===== src/rtl/gsr_pkg.sv =====
package gsr_pkg;

  // Clamp a requested per-bank dwell count into the legal range 1..banks.
  function automatic int unsigned dwell_limit(input int unsigned req,
                                              input int unsigned banks);
    if (req == 0)     return 1;
    if (req > banks)  return banks;
    return req;
  endfunction

endpackage


===== src/rtl/gsr_addr_ctl.sv =====
module gsr_addr_ctl #(
  parameter int unsigned BANKS = 8,
  parameter int unsigned AW    = 3,
  parameter int unsigned RW    = 4
) (
  input  logic          clk,
  input  logic          rst,
  input  logic          cap_en,
  input  logic [RW-1:0] step_div,
  output logic [AW-1:0] bank_ptr
);
  import gsr_pkg::*;

  localparam logic [AW-1:0] LAST_BANK = AW'(BANKS - 1);

  logic [RW-1:0] dwell_q;
  logic [RW-1:0] dwell_lim;
  logic          advance;

  always_comb begin
    dwell_lim = RW'(dwell_limit(int'(step_div), BANKS));
    advance   = (dwell_q >= dwell_lim - RW'(1));
  end

  // Divider phase: the only state here with a reset.
  always_ff @(posedge clk) begin
    if (rst)          dwell_q <= '0;
    else if (cap_en)  dwell_q <= advance ? '0 : dwell_q + RW'(1);
  end

  // Bank pointer: no reset, any start value is usable.
  always_ff @(posedge clk) begin
    if (cap_en && advance)
      bank_ptr <= (bank_ptr >= LAST_BANK) ? '0 : bank_ptr + AW'(1);
  end


  ptr_freeze_chk: assert property (@(posedge clk) disable iff (rst)
    !cap_en |=> $stable(bank_ptr));


  ptr_step_chk: assert property (@(posedge clk) disable iff (rst)
    cap_en |=> ($stable(bank_ptr) ||
                bank_ptr == (($past(bank_ptr) == LAST_BANK) ? AW'(0)
                                                           : $past(bank_ptr) + AW'(1))));

endmodule


===== src/rtl/gsr_bank.sv =====
module gsr_bank #(
  parameter int unsigned WIDTH   = 12,
  parameter int unsigned SEG_LEN = 16,
  parameter int unsigned SEG_CNT = 2,
  parameter int unsigned AW      = 3,
  parameter int unsigned IDX     = 0
) (
  input  logic             clk,
  input  logic             rst,
  input  logic             cap_en,
  input  logic [AW-1:0]    bank_ptr,
  input  logic [WIDTH-1:0] din,
  output logic [WIDTH-1:0] tail,
  output logic             shift_en
);

  // Segment boundaries: link[0] is the bank input, link[g+1] the end of segment g.
  logic [SEG_CNT:0][WIDTH-1:0] link;

  assign shift_en = cap_en && (bank_ptr == AW'(IDX));
  assign link[0]  = din;
  assign tail     = link[SEG_CNT];

  for (genvar g = 0; g < SEG_CNT; g++) begin : g_seg
    logic [SEG_LEN-1:0][WIDTH-1:0] stage_q;

    always_ff @(posedge clk) begin
      if (shift_en) begin
        stage_q[0] <= link[g];
        for (int s = 1; s < SEG_LEN; s++)
          stage_q[s] <= stage_q[s-1];
      end
    end

    assign link[g+1] = stage_q[SEG_LEN-1];
  end


  idle_bank_hold_chk: assert property (@(posedge clk) disable iff (rst)
    !shift_en |=> $stable(tail));

endmodule


===== src/rtl/gsr_outmux.sv =====
module gsr_outmux #(
  parameter int unsigned WIDTH = 12,
  parameter int unsigned BANKS = 8,
  parameter int unsigned AW    = 3
) (
  input  logic [BANKS-1:0][WIDTH-1:0] tails,
  input  logic [AW-1:0]               bank_ptr,
  output logic [WIDTH-1:0]            sel_tail
);
  localparam int unsigned SLOTS = 1 << AW;

  logic [SLOTS-1:0][WIDTH-1:0] padded;

  for (genvar i = 0; i < SLOTS; i++) begin : g_pad
    if (i < BANKS) begin : g_real
      assign padded[i] = tails[i];
    end else begin : g_fill
      assign padded[i] = '0;
    end
  end

  assign sel_tail = padded[bank_ptr];

endmodule


===== src/rtl/gsr_capture_mem.sv =====
module gsr_capture_mem #(
  parameter int unsigned WIDTH   = 12,
  parameter int unsigned SEG_LEN = 16,
  parameter int unsigned SEG_CNT = 2,
  parameter int unsigned BANKS   = 8,
  localparam int unsigned AW     = (BANKS > 1) ? $clog2(BANKS) : 1,
  localparam int unsigned RW     = $clog2(BANKS + 1)
) (
  input  logic             clk,
  input  logic             rst,
  input  logic             cap_en,
  input  logic [RW-1:0]    step_div,
  input  logic [WIDTH-1:0] din,
  output logic [WIDTH-1:0] dout
);

  logic [AW-1:0]               bank_ptr;
  logic [BANKS-1:0][WIDTH-1:0] tails;
  logic [BANKS-1:0]            shift_vec;
  logic [WIDTH-1:0]            sel_tail;

  gsr_addr_ctl #(.BANKS(BANKS), .AW(AW), .RW(RW)) u_ctl (
    .clk      (clk),
    .rst      (rst),
    .cap_en   (cap_en),
    .step_div (step_div),
    .bank_ptr (bank_ptr)
  );

  for (genvar b = 0; b < BANKS; b++) begin : g_bank
    gsr_bank #(
      .WIDTH   (WIDTH),
      .SEG_LEN (SEG_LEN),
      .SEG_CNT (SEG_CNT),
      .AW      (AW),
      .IDX     (b)
    ) u_bank (
      .clk      (clk),
      .rst      (rst),
      .cap_en   (cap_en),
      .bank_ptr (bank_ptr),
      .din      (din),
      .tail     (tails[b]),
      .shift_en (shift_vec[b])
    );
  end

  gsr_outmux #(.WIDTH(WIDTH), .BANKS(BANKS), .AW(AW)) u_mux (
    .tails    (tails),
    .bank_ptr (bank_ptr),
    .sel_tail (sel_tail)
  );

  // Tail of the selected bank, read before that bank shifts on this edge.
  always_ff @(posedge clk) begin
    if (rst)          dout <= '0;
    else if (cap_en)  dout <= sel_tail;
  end


  one_bank_chk: assert property (@(posedge clk) disable iff (rst)
    $onehot0(shift_vec));


  dout_freeze_chk: assert property (@(posedge clk) disable iff (rst)
    !cap_en |=> $stable(dout));


  dout_clear_chk: assert property (@(posedge clk)
    rst |=> dout == '0);

endmodule


===== config.mk =====
export PLATFORM = sky130hd
export DESIGN_NAME = gsr_capture_mem
export DESIGN_NICKNAME = d
export VERILOG_FILES = /design/src/rtl/gsr_pkg.sv /design/src/rtl/gsr_addr_ctl.sv /design/src/rtl/gsr_bank.sv /design/src/rtl/gsr_outmux.sv /design/src/rtl/gsr_capture_mem.sv
export SDC_FILE = /design/constraint.sdc
export NUM_CORES = 2
export LEC_CHECK = 0
export BUFFER_PORTS_ARGS = -buffer_cell sky130_fd_sc_hd__buf_2
export CORE_MARGIN = 3
export CORE_UTILIZATION = 29
export DETAILED_ROUTE_END_ITERATION = 10
export GPL_TIMING_DRIVEN = 0
export PLACE_DENSITY = 0.41
export SLEW_MARGIN = 20
export SYNTH_ARGS = -nofsm -noshare
export SYNTH_HDL_FRONTEND = slang
export SYNTH_HIERARCHICAL = 1
export SYNTH_SLANG_ARGS = --single-unit

===== constraint.sdc =====
create_clock -name clk -period 41.8 [get_ports clk]
set_input_delay 8.36 -clock clk [delete_from_list [all_inputs] [get_ports clk]]
set_output_delay 8.36 -clock clk [all_outputs]
set_load 0.005 [all_outputs]

==> results.yml <==
placement:
  place_hpwl_um: 61440
  routabilityCongestion: 0.6381
  port-buffer-count: 30
synth:
  synth_cells: 3305
  async_reset_ff_share_pct: 0
  ys_seq_elements: 3091
  synth_area_per_cell_um2: 28.68
  synth-edff-count: 3075
  synth_area_um2: 94780
  ys_seq_area_share_pct: 97.76
  yosysUniqueCellTypes: 35
  syn-num-nets: 3332
  yosys-top-cells-area: "edfxtp_1 97%, buf_4 0.76%, mux4_1 0.58%"
  yosys.area.top_type: "edfxtp_1"
  synth.top_cell.area_share_pct: 97.42
  ys.warnings.count: 6
  ys.flop_type: "edfxtp_1"
pwr:
  leakage_nw: 35.00
  peakVddDrop_mv: 0.02778
  p_int_mw: 4.988
  power.share.clock_pct: 43.7
  switchingPower_mw: 1.135
  total_power_mw: 6.123
  combPwrFrac_pct: 0.7
  switching_share_pct: 18.54
  p_seq_share_pct: 55.7
  powerDensity_nw_per_um2: 54.52
final_layout:
  final_common_cell: "edfxtp_1"
  final_layout_size_suffix_gt1_share_pct: 17.20
  fillers: 29840
  ff_latch_area_um2: 92660
  fin_nets: 3797
  multi_input_area_um2: 1365
  area_growth_syn_to_layout_pct: 18.48
  final_cell_mix: "3075 x edfxtp_1, 326 x clkbuf_16, 109 x buf_4"
clock_network:
  htree_levels: 5
  numCtsBuffers: 321
  clockRootBuffer: "clkbuf_16"
  cts_resized: 0
  cts_sinks: 3091
  cts_tree: "done"
  clkTransAtPathRegs_ns: 0.06
  clock_latency_ns: 0.84
  cts_hold_buf: 0
  post-cts-setup-buffer-count: 0
  cts_max_path_buffers: 4
worst_setup_path:
  critical_path_class: "input pin to flip-flop"
  crit_family: "buffers and inverters"
  startpoint_type: "input pin"
  max_stage_delay_ns: 0.43
  critPathSlowestCell: "nor4b_4"
  crit_fanout: 14
  critPathMostFrequentCell: "buf_6"
  cp_data_required_time_ns: 42.34
  path_cells: "buf_2, nor4b_4, buf_6, buf_6, buf_6, buf_8, buf_4, buf_4, buf_6, buf_6, buf_4, buf_4, buf_6"
  end_kind: "flip-flop"
  critical_path_buf_inv_count: 12
  worstPathArrival_ns: 11.31
sta:
  setup_viol: 0
  max_slew_margin_pct: 36.63
  slew_viol_final: 0
  max_freq_mhz: 92.87
  setup_tns_ns: 0
  hold_violations: 0
  finalCriticalPeriod_ns: 10.77
  worst_pin_slew_ns: 0.9505
  skew_ns: 0.05404
  rsz0062_at_grt: "false"
  period_share_pct: 25.76
global_route:
  grt_busiest_layer: "met1"
  track_usage_pct: 6.472
  grt_overflow: 0
  grt_max_degree: 57
  gr-usage-met2_pct: 8.082
  grt_first_pass_wirelength_um: 176400
  grt_use_met1_pct: 10.15
  use_met3_pct: 1.874
  antenna_found_initial: 3
  grt_pass1_vias: 29580
routing:
  viasPerCell: 3.545
  ant_nets: 0
  dr.pass1.iters: 7
  drt_iter0_markers: 2000
  num_vias: 29510
  routedWlPerCell_um: 12.99
  drt_wl_total_um: 108200
  drc: 0
outcome:
  outcome: "finished, final reports clean"
die:
  core_um2: 324800
  die_area_um2: 333700
  start_util_pct: 29.18
  rows: 209
  fp.dieW_um: 577.7
  die_h_um: 577.7
  ioPinCount: 31
hold_path:
  min_path_type: "flip-flop to flip-flop"
flow_run:
  maxCapViolations: 0
==> cell type report <==
| type | instances | share of cell area [%] |
|---|---|---|
| clock buffers | 388 | 7.472 |
| multi-input cells | 107 | 1.216 |
| well taps | 4325 | 4.819 |
| flip-flops and latches | 3091 | 82.51 |
| plain buffers | 106 | 0.7042 |
| repair buffers | 142 | 1.903 |
| inverters | 1 | 0.003343 |
| diodes | 1 | 0.002228 |
| clock inverters | 164 | 1.370 |
==> per-layer routing <==
| layer | share of wire (%) | wire (um) | vias to the layer above |
|---|---|---|---|
| met5 | 0 | 0 | - |
| met4 | 3.7 | 4013 | 0 |
| met3 | 5.3 | 5685 | 309 |
| met2 | 37 | 40250 | 488 |
| met1 | 54 | 58230 | 14380 |
| li1 | - | - | 14340 |
==> cells in the mapped netlist, drive strengths merged, types with 2 or more instances <==
cell type	n
buf	102
and4bb	3
nor2b	2
nor2	17
ha	8
mux2i	12
dfxtp	16
and4b	3
a21oi	3
mux4	24
nand2b	5
and2	3
o211ai	2
mux2	12
edfxtp	3075
clkbuf	4
==> flip-flops by register name (all words and copies together), names as in the netlist <==
| name | flops |
|---|---|
| g_bank.u_bank/g_seg.stage_q | 2976 |
| u_ctl/dwell_q | 4 |
| dout | 12 |
| g_bank.u_bank/tail | 96 |
| u_ctl/bank_ptr | 3 |
==> path summary, 6_finish.rpt <==
kind,slack [ns],from,depth (start not counted),to
setup / recovery,31.03,cap_en,13,g_bank[0].u_bank/g_seg[0].stage_q[57]
hold / removal,0.39,g_bank[3].u_bank/g_seg[0].stage_q[0],0,g_bank[3].u_bank/g_seg[0].stage_q[12]
setup reg to reg,38.16,u_ctl/bank_ptr[1],12,g_bank[0].u_bank/g_seg[0].stage_q[57]
hold reg to reg,0.39,g_bank[3].u_bank/g_seg[0].stage_q[0],0,g_bank[3].u_bank/g_seg[0].stage_q[12]
==> logic make-up (layout without fill, tap and decap cells) <==
family | after synthesis | count (layout) | synth area share [%]
DFF | 3091 | 3091 | 97.76
buffers and inverters | 107 | 801 | 0.8382
muxes | 48 | 48 | 0.9227
and+or+nand+nor | 37 | 37 | 0.2508
AOI/OAI and AO/OA | 11 | 11 | 0.1030
adders and majority gates | 8 | 8 | 0.1056
xor gates and xnor gates | 2 | 2 | 0.01848
other | 1 | 2 | 0.003956
==> power groups by stage <==
stage                     combinational, mW  sequential (mW)  clock [mW]
after detailed placement             0.0422             3.48           0
final                                0.0398             3.41        2.67
after CTS                            0.0424             3.41        2.80
after floorplan                      0.0202             3.49           0
after global routing                 0.0450             3.41        2.92
after global placement               0.0342             3.50           0
==> stage by stage <==
step / cells / instance area (um^2) / worst slack (ns) / util [%] / hold WS, ns
global route: 8325 / 112300 / 30.81 / 34.58 / 0.3813
detailed placement: 7772 / 102400 / 30.10 / 31.52 / 0.4045
finish: 8325 / 112300 / 31.03 / 34.58 / 0.3854
CTS: 8324 / 112300 / 31.02 / 34.58 / 0.3799
global placement: 7660 / 100300 / -1.056 / 30.90 / 0.4002
floorplan: 3305 / 94780 / 11.45 / - / 0.4003
Power figures use the tool's default switching activity.
